==> src/rtl/adc_mux_sel_pkg.sv <==
package adc_mux_sel_pkg;

  typedef enum logic {
    MODE_PRECISION = 1'b0,
    MODE_PULSE     = 1'b1
  } mux_mode_e;

  localparam int unsigned NUM_OCT = 2;

  // Detector-select high makes octet 0 live; low makes octet 1 live.
  function automatic logic [NUM_OCT-1:0] octet_live(input mux_mode_e mode,
                                                    input logic det);
    logic [NUM_OCT-1:0] v;
    v = '0;
    if (mode == MODE_PULSE) begin
      v[0] = det;
      v[1] = ~det;
    end
    return v;
  endfunction

endpackage

==> src/rtl/adc_mux_sel_route.sv <==
module adc_mux_sel_route
  import adc_mux_sel_pkg::*;
(
  input  logic               mode_pulse,
  input  logic               det_sel,
  output logic [NUM_OCT-1:0] oct_live,
  output logic               quad_live
);

  mux_mode_e mode;

  always_comb begin
    mode      = mux_mode_e'(mode_pulse);
    oct_live  = octet_live(mode, det_sel);
    quad_live = (mode == MODE_PRECISION);
  end

endmodule

==> src/rtl/adc_mux_sel_addr.sv <==
module adc_mux_sel_addr #(
  parameter int unsigned AW = 3,
  localparam int unsigned CW = AW - 1
) (
  input  logic          clk,
  input  logic          rst_n,
  input  logic          load,
  input  logic          live,
  input  logic          cal,
  input  logic [CW-1:0] cnt,
  output logic [AW-1:0] addr
);

  // A clamped multiplexer sits on address 0. A live one takes the
  // calibrate half in its top bit and the count in its low bits.
  function automatic logic [AW-1:0] next_addr(input logic l, input logic c,
                                              input logic [CW-1:0] n);
    return l ? {~c, n} : '0;
  endfunction

  always_ff @(posedge clk or negedge rst_n) begin
    if (!rst_n)    addr <= '0;
    else if (load) addr <= next_addr(live, cal, cnt);
  end

endmodule

==> src/rtl/adc_mux_sel_stat.sv <==
module adc_mux_sel_stat #(
  parameter int unsigned RES_FULL = 10,
  parameter int unsigned RES_DROP = 2,
  localparam int unsigned RBW = $clog2(RES_FULL + 1),
  localparam int unsigned RES_PULSE = RES_FULL - RES_DROP
) (
  input  logic           clk,
  input  logic           rst_n,
  input  logic           load,
  input  logic           mode_pulse,
  input  logic           conv_active,
  output logic [RBW-1:0] res_bits,
  output logic           mux_pwr_en
);

  function automatic logic [RBW-1:0] width_for(input logic pulse);
    return pulse ? RBW'(RES_PULSE) : RBW'(RES_FULL);
  endfunction

  always_ff @(posedge clk or negedge rst_n) begin
    if (!rst_n)    res_bits <= RBW'(RES_FULL);
    else if (load) res_bits <= width_for(mode_pulse);
  end

  always_ff @(posedge clk or negedge rst_n) begin
    if (!rst_n) mux_pwr_en <= 1'b0;
    else        mux_pwr_en <= conv_active;
  end

endmodule

==> src/rtl/adc_mux_sel.sv <==
module adc_mux_sel
  import adc_mux_sel_pkg::*;
#(
  parameter int unsigned OCT_AW   = 3,
  parameter int unsigned QUAD_AW  = 2,
  parameter int unsigned RES_FULL = 10,
  parameter int unsigned RES_DROP = 2,
  localparam int unsigned RBW = $clog2(RES_FULL + 1)
) (
  input  logic               clk,
  input  logic               rst_n,
  input  logic               conv_active,
  input  logic               adv_strobe,
  input  logic               mode_pulse,
  input  logic               det_sel,
  input  logic               cal,
  input  logic               cnt_a,
  input  logic               cnt_b,
  output logic [OCT_AW-1:0]  oct0_addr,
  output logic [OCT_AW-1:0]  oct1_addr,
  output logic [QUAD_AW-1:0] quad_addr,
  output logic [RBW-1:0]     res_bits,
  output logic               mux_pwr_en
);

  logic               load_evt;
  logic [NUM_OCT-1:0] oct_live;
  logic               quad_live;
  logic [OCT_AW-1:0]  oct_addr [NUM_OCT];

  assign load_evt = adv_strobe;

  adc_mux_sel_route u_route (
    .mode_pulse (mode_pulse),
    .det_sel    (det_sel),
    .oct_live   (oct_live),
    .quad_live  (quad_live)
  );

  for (genvar g = 0; g < NUM_OCT; g++) begin : g_oct
    adc_mux_sel_addr #(.AW(OCT_AW)) u_addr (
      .clk   (clk),
      .rst_n (rst_n),
      .load  (load_evt),
      .live  (oct_live[g]),
      .cal   (cal),
      .cnt   ({cnt_b, cnt_a}),
      .addr  (oct_addr[g])
    );
  end

  adc_mux_sel_addr #(.AW(QUAD_AW)) u_quad (
    .clk   (clk),
    .rst_n (rst_n),
    .load  (load_evt),
    .live  (quad_live),
    .cal   (cal),
    .cnt   (cnt_a),
    .addr  (quad_addr)
  );

  adc_mux_sel_stat #(.RES_FULL(RES_FULL), .RES_DROP(RES_DROP)) u_stat (
    .clk         (clk),
    .rst_n       (rst_n),
    .load        (load_evt),
    .mode_pulse  (mode_pulse),
    .conv_active (conv_active),
    .res_bits    (res_bits),
    .mux_pwr_en  (mux_pwr_en)
  );

  assign oct0_addr = oct_addr[0];
  assign oct1_addr = oct_addr[1];

endmodule

==> config.mk <==
export PLATFORM = sky130hd
export DESIGN_NAME = adc_mux_sel
export DESIGN_NICKNAME = d
export VERILOG_FILES = /design/src/rtl/adc_mux_sel_pkg.sv /design/src/rtl/adc_mux_sel_route.sv /design/src/rtl/adc_mux_sel_addr.sv /design/src/rtl/adc_mux_sel_stat.sv /design/src/rtl/adc_mux_sel.sv
export SDC_FILE = /design/constraint.sdc
export NUM_CORES = 1
export LEC_CHECK = 0
export BUFFER_PORTS_ARGS = -buffer_cell sky130_fd_sc_hd__buf_4
export CAP_MARGIN = 20
export CORE_AREA = 3 3 40 42
export DETAILED_ROUTE_END_ITERATION = 10
export DIE_AREA = 0 0 43 45
export MAX_ROUTING_LAYER = met4
export SLEW_MARGIN = 40
export SYNTH_ARGS = -nofsm -noshare
export SYNTH_HDL_FRONTEND = slang
export SYNTH_HIERARCHICAL = 1
export SYNTH_SLANG_ARGS = --single-unit
==> constraint.sdc <==
create_clock -name clk -period 1.74 [get_ports clk]
set_input_delay 0.435 -clock clk [delete_from_list [all_inputs] [get_ports clk]]
set_output_delay 0.435 -clock clk [all_outputs]
set_load 0.01 [all_outputs]
# After elaboration in Yosys (flattened, before gate mapping)

Index checks and enable logic that the tools add are counted.

Mux-type cells: 5
Bitwise logic cells: 2

Operator list:

| kind             | number |
|---|---|
| 2-bit 2-to-1 mux | 3 |
| 3-bit 2-to-1 mux | 2 |
| 1-bit inverter   | 2 |

Bits in registers: 13
Input bits: 9
Output and inout bits: 13
Logic and storage cells: 12

# Depth between registers and ports, before layout

Depth after elaboration: 3
Mapped depth: 3

# Modules after synthesis

Netlist, hierarchy kept.

Modules (own cells, without submodules):

| module                                 | instances | cells an instance | area each (um^2) | sequential area each (um^2) |
|---|---|---|---|---|
| adc_mux_sel_addr (g_oct[0].u_addr ...) | 2         | 12                | 118.9            | 75.1 |
| adc_mux_sel_stat                       | 1         | 9                 | 95.1             | 51.3 |
| adc_mux_sel_addr (u_quad)              | 1         | 8                 | 77.6             | 50.0 |
| adc_mux_sel_route                      | 1         | 3                 | 20.0             | 0.0 |

# Worst setup path before layout

OpenSTA, ideal clock, no wires.

Kind: register to output
From: register u_stat.res_bits[1]
To: output res_bits[1]
Arrival time: 529 ps
Data required time: 1305 ps
Path slack: 776 ps
Stages on the path, launching flop included: 1
Cell sequence: dfstp_2

RTL lines:

| item                   | line                   | source |
|---|---|---|
| start, declared        | adc_mux_sel_stat.sv:12 | `output logic [RBW-1:0] res_bits,` |
| start signal, assigned | adc_mux_sel_stat.sv:21 | `if (!rst_n) res_bits <= RBW'(RES_FULL);` |
| start signal, assigned | adc_mux_sel_stat.sv:22 | `else if (load) res_bits <= width_for(mode_pulse);` |
| end, declared          | adc_mux_sel.sv:22      | `output logic [RBW-1:0] res_bits,` |

No word-level cell between the ends.

# Worst setup path in the final report

From: register u_stat.res_bits[1]
To: output res_bits[1]

No word-level cell between the ends.

==> results by group <==
Clock tree
  • CTS Buf Count: 3
  • Clock latency on the worst-skew pair: 260 ps
  • Root buf cell: clkbuf_4
  • Post-CTS setup buffers: 0
  • Clock slew at reported path FFs: ~70 ps
  • H-tree Lvls: 1
  • Max clock buf depth: 2
  • CTS tree: done
  • CTS sink count: 10

Floorplan
  • I/O pin count: 22
  • Die width: 43 um
  • Starting Density: 0.335
  • Core ar.: around 1300 um^2
  • Die H: around 45 um
  • Row count: 13
  • Die ar.: 1940 um^2

Timing
  • Slew Viols, Final: 0
  • Setup TNS: 0 ps
  • Post-route minimum period: 1320 ps
  • Final Hold Viols: 0
  • Tcrit/Tclk final: 0.759
  • RSZ-0062 raised after global routing: false
  • Worst Skew: 0 ps
  • Setup violations, final: 0
  • Maximum clock rate: 0.757 GHz
  • Final WS setup: between 400 and 500 ps

Routing
  • Avg WL per Cell: approximately 10 um
  • Routed Antenna Nets: 0
  • Drt pass-1 iters: 3
  • Initial drt markers: 2
  • Routed vias: approximately 320
  • Via density: between 4 and 5
  • Final WL: between 700 and 800 um
  • Remaining DRCs: 0

GRT
  • Vias in the first global route: around 280
  • Met1 GRT Util: 0.135
  • Met2 Track Usage GR: 0.102
  • First-pass GRT wire length: between 1000 and 1500 um
  • Total GRT Usage: 0.0965
  • Initial antenna violation count: 0
  • Busiest grt layer: met1
  • Largest net degree at the start of global routing: 18
  • Total gr overflow: 0
  • Met3 Resource Use GR: 0.0438

Synthesis
  • Gate Count Post-Synth: 44
  • Post-Syn Area: roughly 430 um^2
  • Largest family of logic cells by synthesized area: simple AND/OR/NAND/NOR gates
  • Simple-gate share of the synthesized area: 0.140
  • Flops & latches, synth: 10
  • Seq/Total Area, Yosys: 0.584
  • Top cells by area, synth: dfrtp_1, inv_1, o21ai_0
  • Netlist cell types: 13
  • Mux cell area share after synthesis: 0.0233
  • Adder-Cell Fraction of Synth Area: 0
  • Xor and xnor area share after synthesis: 0
  • Area leader, netlist: dfrtp_1
  • Top cell type's share of synthesized area: 0.523
  • Compound-gate portion of the synthesized area: 0.0959
  • Yosys warns: 6
  • Avg Inst Size Synth: 9.78 um^2

Placed design
  • GP Congestion: about 0.7
  • Post-Place Worst Slack: 687 ps
  • IO buf count: 18
  • DP HPWL: 594 um

Status
  • Status: finished clean

Worst setup path
  • Crit. End Element: output port
  • Critical path's slowest cell: dfstp_2
  • Critical path required time: about 1300 ps
  • Buf+Inv Stages, Crit Path: 1
  • Critical path peak fanout: 2
  • Largest delay share family, worst path: flip-flops
  • Crit path largest cell delay: between 500 and 600 ps
  • Critical-path cell list: buf_4
  • WP data arrival: a little under 900 ps
  • Type of the worst setup path: reg -> out
  • Setup crit start kind: register

Power and ir drop
  • PwrDens: around 830 nW/um^2
  • Leakage: 0.308 nW
  • VDD IR max: roughly 0.00030 V

Layout
  • Share of layout cells above drive strength 1: 0.369
  • Area grow syn2layout: 39.8%
  • Ant diodes: 0
  • Nets@finish: 75

Hold path
  • Worst hold path class: in -> reg

Flow run
  • Max Cap Violations: 0
sequential cells by signal, summed over array words and instances, names as in the netlist:
signal	flops
u_quad/addr	2
g_oct.u_addr/addr	6
u_stat/mux_pwr_en	1
u_stat/res_bits	1
path summary, 6_finish.rpt:
check / start / endpoint / slack [ps] / depth (start not counted)
worst max-delay path: u_stat/res_bits[1] / res_bits[1] / 420 / 1
worst min-delay path: conv_active / u_stat/mux_pwr_en / 280 / 1
worst max register to register: u_stat/res_bits[1] / u_stat/res_bits[1] / 970 / 2
worst min register to register: u_stat/res_bits[1] / u_stat/res_bits[1] / 470 / 2
max in group asynchronous: rst_n / u_stat/res_bits[1] / 980 / 2
min in group asynchronous: rst_n / u_stat/mux_pwr_en / 540 / 2
power breakdown:
part           switching [mW]  internal (mW)
clock                  0.0728         0.0882
combinational          0.0389         0.0413
sequential            0.00689          0.249
cells in the final DEF, fill, tap and decap left out:
cell type      instances
buf_4                 18
inv_1                 10
dfrtp_1                9
o21ai_0                7
nand3_1                5
clkbuf_4               3
conb_1                 3
nand3b_1               2
clkbuf_1               1
dlygate4sd3_1          1
nand2_1                1
o22ai_1                1
and2_2                 1
and2b_2                1
mux2i_1                1
dfstp_2                1
metal layers:
layer / wire length (um) / vias to the layer above
met5: 0 / -
met4: 6 / 0
met3: 89 / 2
met2: 305 / 16
met1: 389 / 132
li1: - / 173
metrics by stage:
stage / power [mW] / area, um^2 / util / hold WS (ps) / cells
3_3_place_gp: 0.340 / 566 / 0.440 / 269 / 75
2_1_floorplan: 0.294 / 434 / - / 139 / 45
3_5_place_dp: 0.340 / 566 / 0.440 / 270 / 75
6_report: 0.497 / 602 / 0.468 / 283 / 80
5_1_grt: 0.532 / 602 / 0.468 / 263 / 80
4_1_cts: 0.508 / 602 / 0.468 / 274 / 80
cell type report:
cell class / instances / area, um^2
Clock buffer: 4 / 26.3
Fill cell: 126 / 683
Inverter: 10 / 37.5
Multi-Input combinational cell: 22 / 123
Sequential cell: 10 / 251
Tap cell: 15 / 18.8
Timing Repair Buffer: 19 / 145
repair_timing:
| item | CTS | global route |
|---|---|---|
| hold buffers | 1 | 0 |
| resized for setup | 0 | 0 |
| endpoints found under the hold margin | 9 | 0 |
synth_stat cells:
master	count
and2_2	1
and2b_2	1
buf_4	3
conb_1	2
dfrtp_1	9
dfstp_2	1
inv_1	10
mux2i_1	1
nand2_1	1
nand3_1	5
nand3b_1	2
o21ai_0	7
o22ai_1	1
cell families after synthesis:
family,count (synthesis)
DFF,10
AOI/OAI and AO/OA,8
other,2
muxes,1
and+or+nand+nor,10
buffers and inverters,13
Note: power is estimated with default switching activity, not from simulation.
